===== config.mk =====
export PLATFORM = sky130hd
export DESIGN_NAME = cmpout_conditioner
export DESIGN_NICKNAME = d
export VERILOG_FILES = /design/src/rtl/cmpc_pkg.sv /design/src/rtl/cmpc_sync.sv /design/src/rtl/cmpc_glitch_filter.sv /design/src/rtl/cmpc_blanker.sv /design/src/rtl/cmpout_conditioner.sv
export SDC_FILE = /design/constraint.sdc
export NUM_CORES = 1
export LEC_CHECK = 0
export ABC_CLOCK_PERIOD_IN_PS = 3790
export BUFFER_PORTS_ARGS = -buffer_cell sky130_fd_sc_hd__buf_4
export CORE_UTILIZATION = 57
export CTS_CLUSTER_SIZE = 8
export DETAILED_ROUTE_END_ITERATION = 8
export GPL_ROUTABILITY_DRIVEN = 0
export PLACE_DENSITY = 0.86
export SLEW_MARGIN = 20
export SYNTH_ARGS = -nofsm -noshare
export SYNTH_HDL_FRONTEND = slang
export SYNTH_SLANG_ARGS = --single-unit
export TNS_END_PERCENT = 100

===== constraint.sdc =====
create_clock -name clk -period 3.79 [get_ports clk]
set_clock_uncertainty 0.05 [all_clocks]
set_input_delay 0.5685 -clock clk [delete_from_list [all_inputs] [get_ports clk]]
set_output_delay 0.5685 -clock clk [all_outputs]
set_load 0.03 [all_outputs]

===== src/rtl/cmpc_pkg.sv =====
package cmpc_pkg;

    typedef enum logic [1:0] {
        BM_OFF  = 2'd0,
        BM_RISE = 2'd1,
        BM_FALL = 2'd2,
        BM_BOTH = 2'd3
    } blank_mode_e;

    typedef enum logic [1:0] {
        FC_ALWAYS     = 2'd0,
        FC_REF_A      = 2'd1,
        FC_REF_B      = 2'd2,
        FC_ALWAYS_ALT = 2'd3
    } filt_ctrl_e;

    typedef enum logic {
        FLT_STEADY  = 1'b0,
        FLT_QUALIFY = 1'b1
    } flt_state_e;

    typedef enum logic {
        BLK_OPEN = 1'b0,
        BLK_HOLD = 1'b1
    } blk_state_e;

endpackage


===== src/rtl/cmpc_sync.sv =====
module cmpc_sync #(
    parameter int STAGES = 2
) (
    input  logic clk,
    input  logic rst_n,
    input  logic din,
    input  logic en,
    output logic dout
);

    logic [STAGES-1:0] chain_q;

    // Stage k samples stage k-1; stage 0 samples the raw input.
    for (genvar k = 0; k < STAGES; k++) begin : g_stage
        if (k == 0) begin : g_first
            always_ff @(posedge clk or negedge rst_n) begin
                if (!rst_n) chain_q[0] <= 1'b0;
                else        chain_q[0] <= din;
            end
        end else begin : g_next
            always_ff @(posedge clk or negedge rst_n) begin
                if (!rst_n) chain_q[k] <= 1'b0;
                else        chain_q[k] <= chain_q[k-1];
            end
        end
    end

    assign dout = en ? chain_q[STAGES-1] : din;

endmodule


===== src/rtl/cmpc_glitch_filter.sv =====
module cmpc_glitch_filter
    import cmpc_pkg::*;
#(
    parameter int CODE_W   = 4,
    parameter int LONG_WIN = 32,
    localparam int CNT_W   = $clog2(LONG_WIN + 1)
) (
    input  logic              clk,
    input  logic              rst_n,
    input  logic              din,
    input  logic              enable,
    input  logic [CODE_W-1:0] win_code,
    input  logic [1:0]        ctrl,
    input  logic              ref_sel,
    output logic              dout,
    output logic              applied
);

    flt_state_e       state_q, state_d;
    logic             level_q, level_d;
    logic [CNT_W-1:0] cnt_q, cnt_d;
    logic [CNT_W-1:0] win_len;
    filt_ctrl_e       ctrl_e;

    assign ctrl_e = filt_ctrl_e'(ctrl);

    // Window decode: the all-ones code selects the long window, others add two.
    always_comb begin
        if (win_code == {CODE_W{1'b1}}) win_len = CNT_W'(LONG_WIN);
        else                            win_len = CNT_W'(win_code) + CNT_W'(2);
    end

    // Gating by which reference value is currently driven.
    always_comb begin
        unique case (ctrl_e)
            FC_ALWAYS:     applied = enable;
            FC_REF_A:      applied = enable && !ref_sel;
            FC_REF_B:      applied = enable && ref_sel;
            FC_ALWAYS_ALT: applied = enable;
        endcase
    end

    // State register.
    always_ff @(posedge clk or negedge rst_n) begin
        if (!rst_n) begin
            state_q <= FLT_STEADY;
            level_q <= 1'b0;
            cnt_q   <= '0;
        end else begin
            state_q <= state_d;
            level_q <= level_d;
            cnt_q   <= cnt_d;
        end
    end

    // Next state.
    always_comb begin
        state_d = state_q;
        level_d = level_q;
        cnt_d   = cnt_q;
        if (!applied) begin
            state_d = FLT_STEADY;
            level_d = din;
            cnt_d   = '0;
        end else begin
            unique case (state_q)
                FLT_STEADY: begin
                    if (din != level_q) begin
                        state_d = FLT_QUALIFY;
                        cnt_d   = CNT_W'(1);
                    end
                end
                FLT_QUALIFY: begin
                    if (din == level_q) begin
                        state_d = FLT_STEADY;
                        cnt_d   = '0;
                    end else if ((cnt_q + CNT_W'(1)) == win_len) begin
                        state_d = FLT_STEADY;
                        level_d = din;
                        cnt_d   = '0;
                    end else begin
                        cnt_d = cnt_q + CNT_W'(1);
                    end
                end
            endcase
        end
    end

    // Output.
    always_comb begin
        dout = applied ? level_q : din;
    end

endmodule


===== src/rtl/cmpc_blanker.sv =====
module cmpc_blanker
    import cmpc_pkg::*;
#(
    parameter int TRIG_N = 16,
    parameter int LEN_W  = 8,
    localparam int SEL_W = $clog2(TRIG_N)
) (
    input  logic              clk,
    input  logic              rst_n,
    input  logic              din,
    input  logic [1:0]        mode,
    input  logic              ext_en,
    input  logic [SEL_W-1:0]  ext_sel,
    input  logic [TRIG_N-1:0] ext_trig,
    input  logic [LEN_W-1:0]  len,
    output logic              dout,
    output logic              active
);

    blk_state_e       state_q, state_d;
    logic             out_q, out_d;
    logic             prev_q;
    logic [LEN_W-1:0] remain_q, remain_d;
    logic             rise, fall, edge_hit, ext_hit, start;
    blank_mode_e      mode_e;

    assign mode_e = blank_mode_e'(mode);
    assign rise   = din && !prev_q;
    assign fall   = !din && prev_q;

    always_comb begin
        unique case (mode_e)
            BM_OFF:  edge_hit = 1'b0;
            BM_RISE: edge_hit = rise;
            BM_FALL: edge_hit = fall;
            BM_BOTH: edge_hit = rise || fall;
        endcase
    end

    assign ext_hit = ext_en && ext_trig[ext_sel];
    assign start   = (edge_hit || ext_hit) && (len != '0);

    // State register.
    always_ff @(posedge clk or negedge rst_n) begin
        if (!rst_n) begin
            state_q  <= BLK_OPEN;
            out_q    <= 1'b0;
            prev_q   <= 1'b0;
            remain_q <= '0;
        end else begin
            state_q  <= state_d;
            out_q    <= out_d;
            prev_q   <= din;
            remain_q <= remain_d;
        end
    end

    // Next state.
    always_comb begin
        state_d  = state_q;
        out_d    = out_q;
        remain_d = remain_q;
        unique case (state_q)
            BLK_OPEN: begin
                if (start) begin
                    state_d  = BLK_HOLD;
                    remain_d = len;
                end else begin
                    out_d = din;
                end
            end
            BLK_HOLD: begin
                if (remain_q == LEN_W'(1)) begin
                    state_d  = BLK_OPEN;
                    remain_d = '0;
                end else begin
                    remain_d = remain_q - LEN_W'(1);
                end
            end
        endcase
    end

    // Outputs.
    always_comb begin
        dout   = out_q;
        active = (state_q == BLK_HOLD);
    end

endmodule


===== src/rtl/cmpout_conditioner.sv =====
module cmpout_conditioner #(
    parameter int SYNC_STAGES = 2,
    parameter int CODE_W      = 4,
    parameter int LONG_WIN    = 32,
    parameter int TRIG_N      = 16,
    parameter int LEN_W       = 8
) (
    input  logic                      clk,
    input  logic                      rst_n,
    input  logic                      cmp_raw_i,
    input  logic                      sync_en_i,
    input  logic                      inv_en_i,
    input  logic                      filt_en_i,
    input  logic [CODE_W-1:0]         filt_win_i,
    input  logic [1:0]                filt_ctrl_i,
    input  logic                      ref_sel_i,
    input  logic [1:0]                blank_mode_i,
    input  logic                      ext_blank_en_i,
    input  logic [$clog2(TRIG_N)-1:0] ext_sel_i,
    input  logic [LEN_W-1:0]          blank_len_i,
    input  logic [TRIG_N-1:0]         ext_trig_i,
    output logic                      cmp_o,
    output logic                      blank_act_o
);

    logic sync_out;
    logic pre_flt;
    logic flt_out;
    logic flt_applied;

    cmpc_sync #(
        .STAGES (SYNC_STAGES)
    ) sync_i (
        .clk   (clk),
        .rst_n (rst_n),
        .din   (cmp_raw_i),
        .en    (sync_en_i),
        .dout  (sync_out)
    );

    assign pre_flt = sync_out ^ inv_en_i;

    cmpc_glitch_filter #(
        .CODE_W   (CODE_W),
        .LONG_WIN (LONG_WIN)
    ) filt_i (
        .clk      (clk),
        .rst_n    (rst_n),
        .din      (pre_flt),
        .enable   (filt_en_i),
        .win_code (filt_win_i),
        .ctrl     (filt_ctrl_i),
        .ref_sel  (ref_sel_i),
        .dout     (flt_out),
        .applied  (flt_applied)
    );

    cmpc_blanker #(
        .TRIG_N (TRIG_N),
        .LEN_W  (LEN_W)
    ) blank_i (
        .clk      (clk),
        .rst_n    (rst_n),
        .din      (flt_out),
        .mode     (blank_mode_i),
        .ext_en   (ext_blank_en_i),
        .ext_sel  (ext_sel_i),
        .ext_trig (ext_trig_i),
        .len      (blank_len_i),
        .dout     (cmp_o),
        .active   (blank_act_o)
    );

endmodule


==> reports/summary.txt, run 1 <==
Clock net sink count: 21
Final period utilization: 79.2%
Async SR Flop Fraction: 100%
Power Density: 421 mW/mm2
Leading area contributor after synthesis: dfrtp_1
Post-DR wirelength/cell: 15.1 um
RSZ-0062 raised after global routing: no
CP startpoint: filt_ctrl_i[0]
Die ar.: 0.00321 mm2
Bufs on Longest Clock Path: 2
CP Launch Type: primary input
GRT overflow: 0
Setup bufs post-CTS: 0
IO Port Bufs: 45
Area Growth Syn to Fin: 21.8%
WP data required: 3.95 ns
Leakage power: 0.957 nW
Post-route minimum period: 3.00 ns
Post-Syn Area: 0.00171 mm2
DRT met1 WL: 1650 um
Met2 routed WL: 1980 um
Largest net degree at the start of global routing: 22
Hold Crit Class: in -> async
Vias in the first global route: 1653
Slowest CP cell: or4_4
Final Hold Viols: 0
CTS Root Cell: clkbuf_4
Starting Density: 60.8%
H-tree depth reported by CTS: 1
Die Y: 56.7 um
# IOs: 46
Failing checks: DRC
Crit path buf inv count: 2
Fmax: 333 MHz
Worst path max stage delay: 0.60 ns
Yosys warnings: 0
Commonest non-fill, non-tap cells in the layout: buf_4, dfrtp_1, nand2_1
Final instance area: 0.00208 mm2
Commonest non-fill, non-tap cell in the layout: buf_4
Synth top area share: 30.8%
Cell Rows: 19
Cells after synthesis: 181
Drt drc: 2
Layout cell share with drive strength beyond 1: 29.8%
# setup viols final: 0
Largest delay contributor family on the critical path: simple AND/OR/NAND/NOR gates
Met3 routed WL: 196 um
DR iter-0 viols: 136
Setup_tns: 0 ns
Cell Chain, Critical Path: buf_4 > inv_1 > ha_1 > xnor2_1 > o21ai_0 > nand2_1 > nand2_1 > ha_1 > nand2_1 > o211ai_1 > o41ai_1 > or4_4 > a21oi_4 > mux2_4
DPL Wire Length: 3050 um
Via density per instance: 6.27
Clock Latency Late Sink: 0.31 ns
Seq cells post-synth: 21
Max-slew violations: 0
Die Wd: 56.7 um
Area contributors post-synth: dfrtp_1, mux2i_1, ha_1
Resize count post-CTS: 0
Arrival time at the worst endpoint: 3.16 ns
Maximum vdd drop: 0.228 mV
Placed cell areas: 0.00205 mm2
Post-synth EDFFs: 0
GRT Total Usage: 27.1%
Slew HR: 56.0%
Reg clk slew, reported paths: 0.12 ns
Total CTS buffers: 3
R2r setup slk: 1.04 ns
Worst-margin pin slew: 0.651 ns
Max layer used: met4
Nets: 276
Maxcap violations: 0
Worst flop-to-flop path endpoint: blank_i.dout
Finished Core Util: 74.0%
Worst Path Max Fanout: 5
Overall power: 875 uW
Worst Setup End Kind: flop
Post-synth cell types: 56
Antenna Cells: 0
RR Startpoint: sync_i.chain_q[1]
Final WL: 3860 um
Initial antenna violation count: 0
Total core area: 0.00281 mm2
Sequential-to-total area share from yosys stat: 30.8%
Syn_area_per_cell: 9.42 um2
Antenna-violating nets left: 0
Status: complete, but fails checks
Cell with the most instances on the worst path: nand2_1
Via count: 1604
First-pass GRT wire length: 6980 um
R2r worst-path depth: 11
Hold Buf Count CTS: 0
Worst setup path category: in -> reg
Synth Flop Type: dfrtp_1
TritonRoute pass-1 iters: 6
Synthesized Nets: 231
TritonCTS clock tree: built
-- worst reg2reg max path, delay by kind of cell (launching register included) --
| family | cells | cell delay (ns) |
|---|---|---|
| xor+xnor | 1 | 0.16 |
| simple gates | 4 | 0.86 |
| flops | 1 | 0.38 |
| compound gates | 3 | 0.46 |
| fa+ha+maj | 1 | 0.28 |
| mux | 2 | 0.48 |
-- layer usage --
| layer | GRT usage, % | vias up |
|---|---|---|
| met1 | 33.1 | 763 |
| met4 | 5.00 | 0 |
| met2 | 51.4 | 58 |
| met5 | 0 | - |
| met3 | 2.76 | 6 |
| li1 | - | 777 |
-- synth_stat cells (2+ instances only) --
master	n
a21o_1	2
a21oi_1	6
a221o_2	4
a22o_1	3
a31oi_1	5
and2_1	2
buf_2	2
dfrtp_1	21
ha_1	6
inv_1	10
mux2_2	2
mux2i_1	10
nand2_1	18
nand3_1	7
nand3b_1	3
nand4_1	4
nor2_1	12
nor2b_1	2
nor3_1	6
nor3b_1	3
nor4_1	5
o211ai_1	2
o21a_1	2
o21ai_0	4
o31ai_1	2
or3_1	2
or3b_1	2
xnor2_1	4
xor2_1	3
-- report_power, final --
part,switching (mW),total (mW),internal [mW]
clock,0.0717,0.111,0.0394
combinational,0.202,0.405,0.202
sequential,0.0749,0.360,0.285
-- logic make-up (layout without fill, tap and decap cells) --
kind of cell    count (synthesis)  after routing  share of synthesized area [%]
buf+inv                        15             59                           4.11
mux                            14             14                           8.73
xor+xnor                        8              8                           4.55
fa+ha+maj                       6              6                           4.40
flops                          21             21                           30.8
simple gates                   73             73                           24.1
compound gates                 44             44                           23.3
-- per-stage QoR --
stage	setup slack (ns)	cells	hold slack [ns]
finish	0.788	256	0.0677
global route	0.568	256	0.0679
global placement	0.566	252	0.290
floorplan	0.768	181	0.223
CTS	0.799	256	0.0695
detailed placement	0.452	252	0.290
-- sequential cells by signal, indices dropped and copies added, names as in the netlist --
| name | count |
|---|---|
| blank_i.remain_q | 8 |
| blank_i.dout | 1 |
| blank_i.prev_q | 1 |
| filt_i.cnt_q | 6 |
| filt_i.level_q | 1 |
| blank_i.active | 1 |
| filt_i.state_q | 1 |
| sync_i.chain_q | 2 |
-- final cells by class --
type / count / area (um2)
well taps: 31 / 38.8
repair buffers: 45 / 338
clock inverters: 1 / 5.00
inverters: 10 / 37.5
multi-input cells: 145 / 1110
flip-flops and latches: 21 / 526
fillers: 204 / 728
clock buffers: 3 / 22.5
-- worst max-delay path by stage --
stage                           to  slack, ns  cells after the start
4_1_cts               blank_i.dout       0.80                     14
3_5_place_dp          blank_i.dout       0.45                     14
3_3_place_gp          blank_i.dout       0.57                     14
5_1_grt        blank_i.remain_q[5]       0.57                     14
2_1_floorplan         blank_i.dout       0.77                     13
6_report              blank_i.dout       0.79                     14
Note: power is estimated with default switching activity, not from simulation.
==> run 2: changes to the inputs <==
ABC_CLOCK_PERIOD_IN_PS = 2800   (was 3790)
CORE_UTILIZATION = 53   (was 57)
PLACE_DENSITY = 0.8   (was 0.86)
clock period = 2.8 ns   (was 3.79 ns; I/O delays follow)
==> run 2 against run 1 <==
The run now ends clean; clock power increased by 36%; total power increased by 38%; first-iteration DRC count shrank 57%; worst hold slack better by 0.11 ns.
==> reports/summary.txt, run 2 (synthesized netlist as in run 1, its figures left out) <==
Leakage power: 1.01 nW
Fin Hold WS: 0.175 ns
Final instance area: 0.00220 mm2
Layout cell share with drive strength beyond 1: 33.3%
IO Port Bufs: 45
GRT overflow: 0
Via count: 1594
Post-route minimum period: 2.69 ns
TritonRoute pass-1 iters: 4
Initial antenna violation count: 0
Starting Density: 55.9%
Commonest non-fill, non-tap cells in the layout: buf_4, dfrtp_1, nand2_1
Final period utilization: 96.2%
Hold Buf Count CTS: 1
Resize count post-CTS: 0
Bufs on Longest Clock Path: 2
Maxcap violations: 0
Clock net sink count: 21
Total core area: 0.00305 mm2
Clock Latency Late Sink: 0.31 ns
Area Growth Syn to Fin: 28.8%
Fmax: 371 MHz
Setup_tns: 0 ns
Post-DR wirelength/cell: 14.2 um
Drt drc: 0
Most Crowded Layer GR: met2
Reg clk slew, reported paths: 0.12 ns
RSZ-0062 raised after global routing: no
Commonest non-fill, non-tap cell in the layout: buf_4
Hold Crit Class: in -> reg
Worst Setup End Kind: flop
# setup viols final: 0
Die Wd: 58.7 um
Placed Cells incl. Taps: 273
First-pass GRT wire length: 6610 um
Antenna Cells: 0
Nets: 285
CP Launch Type: flop
Power Density: 552 mW/mm2
Met2 Track Usage GR: 45.8%
Max-slew violations: 0
Total CTS buffers: 3
Placed cell areas: 0.00216 mm2
Worst-margin pin slew: 0.595 ns
Final Hold Viols: 0
Maximum vdd drop: 0.321 mV
Worst setup path category: reg -> reg
GRT Total Usage: 24.8%
Filler Cells Inserted: 259
TritonCTS clock tree: built
Via density per instance: 5.73
Largest net degree at the start of global routing: 22
H-tree depth reported by CTS: 1
Die Y: 58.7 um
Pre-CTS setup slack: -0.148 ns
WP data required: 2.95 ns
# IOs: 46
Vias in the first global route: 1535
Top flop regs: blank_i.remain_q (8), filt_i.cnt_q (6), sync_i.chain_q (2)
Antenna-violating nets left: 0
Post-Layout Cell Count: 278
DR iter-0 viols: 58
Largest register FFs: 8
DPL Wire Length: 3160 um
Met3 Track Usage GR: 4.84%
Final WL: 3940 um
Status: finished clean
Worst Path Max Fanout: 6
Reg area: 526 um2
PnR worst setup slack: 0.108 ns
CTS Root Cell: clkbuf_4
Die ar.: 0.00345 mm2
Slew HR: 60.0%
Setup bufs post-CTS: 0
Grt met1 use: 29.7%
Arrival time at the worst endpoint: 2.84 ns
Cell Rows: 20
Most flop-heavy register: blank_i.remain_q
Multi-input gate area: 0.00114 mm2
-- run 2: through the flow --
step | utilization, % | power [mW]
2_1_floorplan | - | 0.873
3_3_place_gp | 70.8 | 1.03
3_5_place_dp | 70.8 | 1.06
4_1_cts | 72.0 | 1.22
5_1_grt | 72.0 | 1.31
6_report | 72.0 | 1.21
-- run 2: power breakdown --
part           switching [mW]  internal (mW)  leakage [nW]  total (mW)
registers              0.0950          0.385         0.261       0.480
clock network          0.0949         0.0556        0.0150       0.151
logic                   0.283          0.298         0.732       0.581
total                   0.473          0.739          1.01        1.21
-- run 2: path summary, 6_finish.rpt --
kind                                         from             endpoint  slack, ns  cells past startpoint
worst min-delay path                    cmp_raw_i    sync_i.chain_q[0]       0.18                      1
worst min register to register  sync_i.chain_q[0]    sync_i.chain_q[1]       0.32                      0
worst max-delay path              filt_i.cnt_q[0]      filt_i.cnt_q[2]       0.11                      7
max in group asynchronous                   rst_n      filt_i.cnt_q[5]       2.00                      2
worst max register to register    filt_i.cnt_q[0]      filt_i.cnt_q[2]       0.11                      7
min in group asynchronous                   rst_n  blank_i.remain_q[3]       0.47                      2
-- run 2: critical path, cell delays in order, from the launching register on --
cell and delay [ns]:
dfrtp_1 0.42, ha_1 0.36, or3b_1 0.37, mux2i_1 0.28
a2bb2o_4 0.25, o32ai_4 0.32, a21oi_1 0.21, a221o_1 0.32
-- run 2: area by class of cell --
cell class / instances / share of cell area [%]
inverter: 10 / 2.05
sequential: 21 / 23.9
tap: 44 / 2.51
multi-input combinational: 145 / 51.8
clock buffer: 4 / 1.20
timing repair buffer: 54 / 18.6
-- run 2: layer usage --
layer  up-vias  share of wire, %
met5         -                 0
met4         0              0.58
met3         2               2.8
met2        26                54
met1       773                43
li1        793                 -
==> run 3: changes to the inputs <==
SETUP_SLACK_MARGIN = 0.4   (was not set)
==> run 3 against run 2 <==
Die area did not move; global-route usage rose by 8.3 points; utilization rose by 13 points; fmax fell by 2.4%; highest routed layer unchanged; largest cell class unchanged.
==> reports/summary.txt, run 3 (synthesized netlist as in run 1, its figures left out) <==
Status: finished clean
GRT Total Usage: 33.1%
RR Startpoint: sync_i.chain_q[1]
Max-slew violations: 0
Die ar.: 0.00345 mm2
Slew HR: 53.1%
TritonRoute pass-1 iters: 4
Largest net degree at the start of global routing: 22
Worst Setup End Kind: flop
Total core area: 0.00305 mm2
Worst Hold Launch: cmp_raw_i
Via density per instance: 6.08
# setup viols final: 0
DPL Wire Length: 3320 um
Die Y: 58.7 um
Drt drc: 0
Worst Path Max Fanout: 2
Commonest non-fill, non-tap cells in the layout: buf_4, dfrtp_1, nand2_1
Reg clk slew, reported paths: 0.13 ns
TritonCTS clock tree: built
Final Hold Viols: 0
Post-route minimum period: 2.76 ns
CTS Root Cell: clkbuf_4
Fmax: 362 MHz
Via count: 1910
H-tree depth reported by CTS: 1
Layout cell share with drive strength beyond 1: 48.1%
Antenna Cells: 0
Antenna-violating nets left: 0
Arrival time at the worst endpoint: 2.94 ns
Final instance area: 0.00259 mm2
WP data required: 2.98 ns
Clock Latency Late Sink: 0.33 ns
Power Density: 560 mW/mm2
Pre-CTS setup slack: -0.153 ns
R2r setup slk: 0.07 ns
Leakage power: 1.19 nW
Filler Cells Inserted: 177
Nets: 321
Commonest non-fill, non-tap cell in the layout: buf_4
Initial antenna violation count: 0
PnR worst setup slack: 0.0405 ns
GRT overflow: 0
Post-DR wirelength/cell: 18.1 um
Part of the power in combinational logic: 54.7%
CP startpoint: filt_ctrl_i[0]
Critical path endpoint: blank_i.dout
Total CTS buffers: 3
Top flop regs: blank_i.remain_q (8), filt_i.cnt_q (6), sync_i.chain_q (2)
Most flop-heavy register: blank_i.remain_q
Clock power share: 11.4%
Largest register FFs: 8
Final WL: 5690 um
Sw Ratio: 40.4%
# IOs: 46
Sw power: 585 uW
Final period utilization: 98.6%
R2r worst-path depth: 11
CP Launch Type: primary input
Placed cell areas: 0.00220 mm2
Bufs on Longest Clock Path: 2
Area Growth Syn to Fin: 51.7%
Power Internal: 865 uW
Die Wd: 58.7 um
Vias in the first global route: 1879
Worst-margin pin slew: 0.698 ns
Hold Crit Class: in -> reg
Worst setup path category: in -> reg
RSZ-0062 raised after global routing: yes
Maximum vdd drop: 0.405 mV
Maxcap violations: 0
Worst flop-to-flop path endpoint: blank_i.dout
DR iter-0 viols: 105
Part of the power in registers: 33.9%
First-pass GRT wire length: 8470 um
Clock net sink count: 21
Cell Rows: 20
IO Port Bufs: 45
Starting Density: 55.9%
run 3: per-stage QoR:
stage | utilization [%] | std cells | hold slack [ns] | total power [mW] | TNS [ns]
global placement | 72.2 | 276 | 0.271 | 1.05 | -0.0953
finish | 84.8 | 314 | 0.151 | 1.45 | 0
global route | 84.8 | 314 | 0.133 | 1.52 | -0.0516
CTS | 81.3 | 312 | 0.162 | 1.34 | 0
detailed placement | 72.2 | 276 | 0.273 | 1.09 | -0.622
floorplan | - | 181 | 0.0744 | 0.879 | -0.0136
run 3: power groups by stage:
stage	Clock, mW	Combinational (mW)	Sequential [mW]
2_1_floorplan	0	0.396	0.483
3_3_place_gp	0	0.568	0.486
3_5_place_dp	0	0.597	0.491
4_1_cts	0.164	0.694	0.485
5_1_grt	0.181	0.843	0.500
6_report	0.165	0.793	0.492
run 3: worst min path at each step:
stage,slack [ns],depth (start not counted),endpoint
6_report,0.15,1,sync_i.chain_q[0]
5_1_grt,0.13,1,sync_i.chain_q[0]
4_1_cts,0.16,1,sync_i.chain_q[0]
3_5_place_dp,0.27,1,sync_i.chain_q[1]
3_3_place_gp,0.27,1,filt_i.state_q
2_1_floorplan,0.07,0,blank_i.active
run 3: cell type report:
class | instances | area (um2) | area share (%)
repair buffers | 90 | 697 | 26.9
inverters | 10 | 45.0 | 1.74
flip-flops and latches | 21 | 527 | 20.4
well taps | 44 | 55.1 | 2.13
clock buffers | 3 | 22.5 | 0.870
clock inverters | 1 | 7.51 | 0.290
multi-input cells | 145 | 1230 | 47.7
run 3: repair_timing:
action,4_1_cts,5_1_grt
endpoints found under the hold margin,21,0
setup buffers,31,2
hold buffers,1,0
pin swaps,13,8
gates resized for setup,2,16
gates cloned,0,0
endpoints found under the setup margin,16,18
run 3: worst max-delay path: stages:
cell and delay [ns]:
buf_4 0.11, inv_8 0.03, ha_4 0.15, xnor2_2 0.13
o21a_1 0.20, nand2_1 0.12, nand2_2 0.10, ha_4 0.27
nand2_2 0.04, o211ai_1 0.13, o41ai_2 0.16, or4_4 0.56
a21oi_4 0.19, mux2_4 0.31
run 3: per-layer routing:
| metal | global-route usage (%) | up-vias | share of wire (%) |
|---|---|---|---|
| met1 | 35.6 | 935 | 39 |
| li1 | - | 871 | - |
| met3 | 6.81 | 25 | 4.7 |
| met5 | 0 | - | 0 |
| met2 | 61.0 | 79 | 53 |
| met4 | 16.3 | 0 | 3.6 |
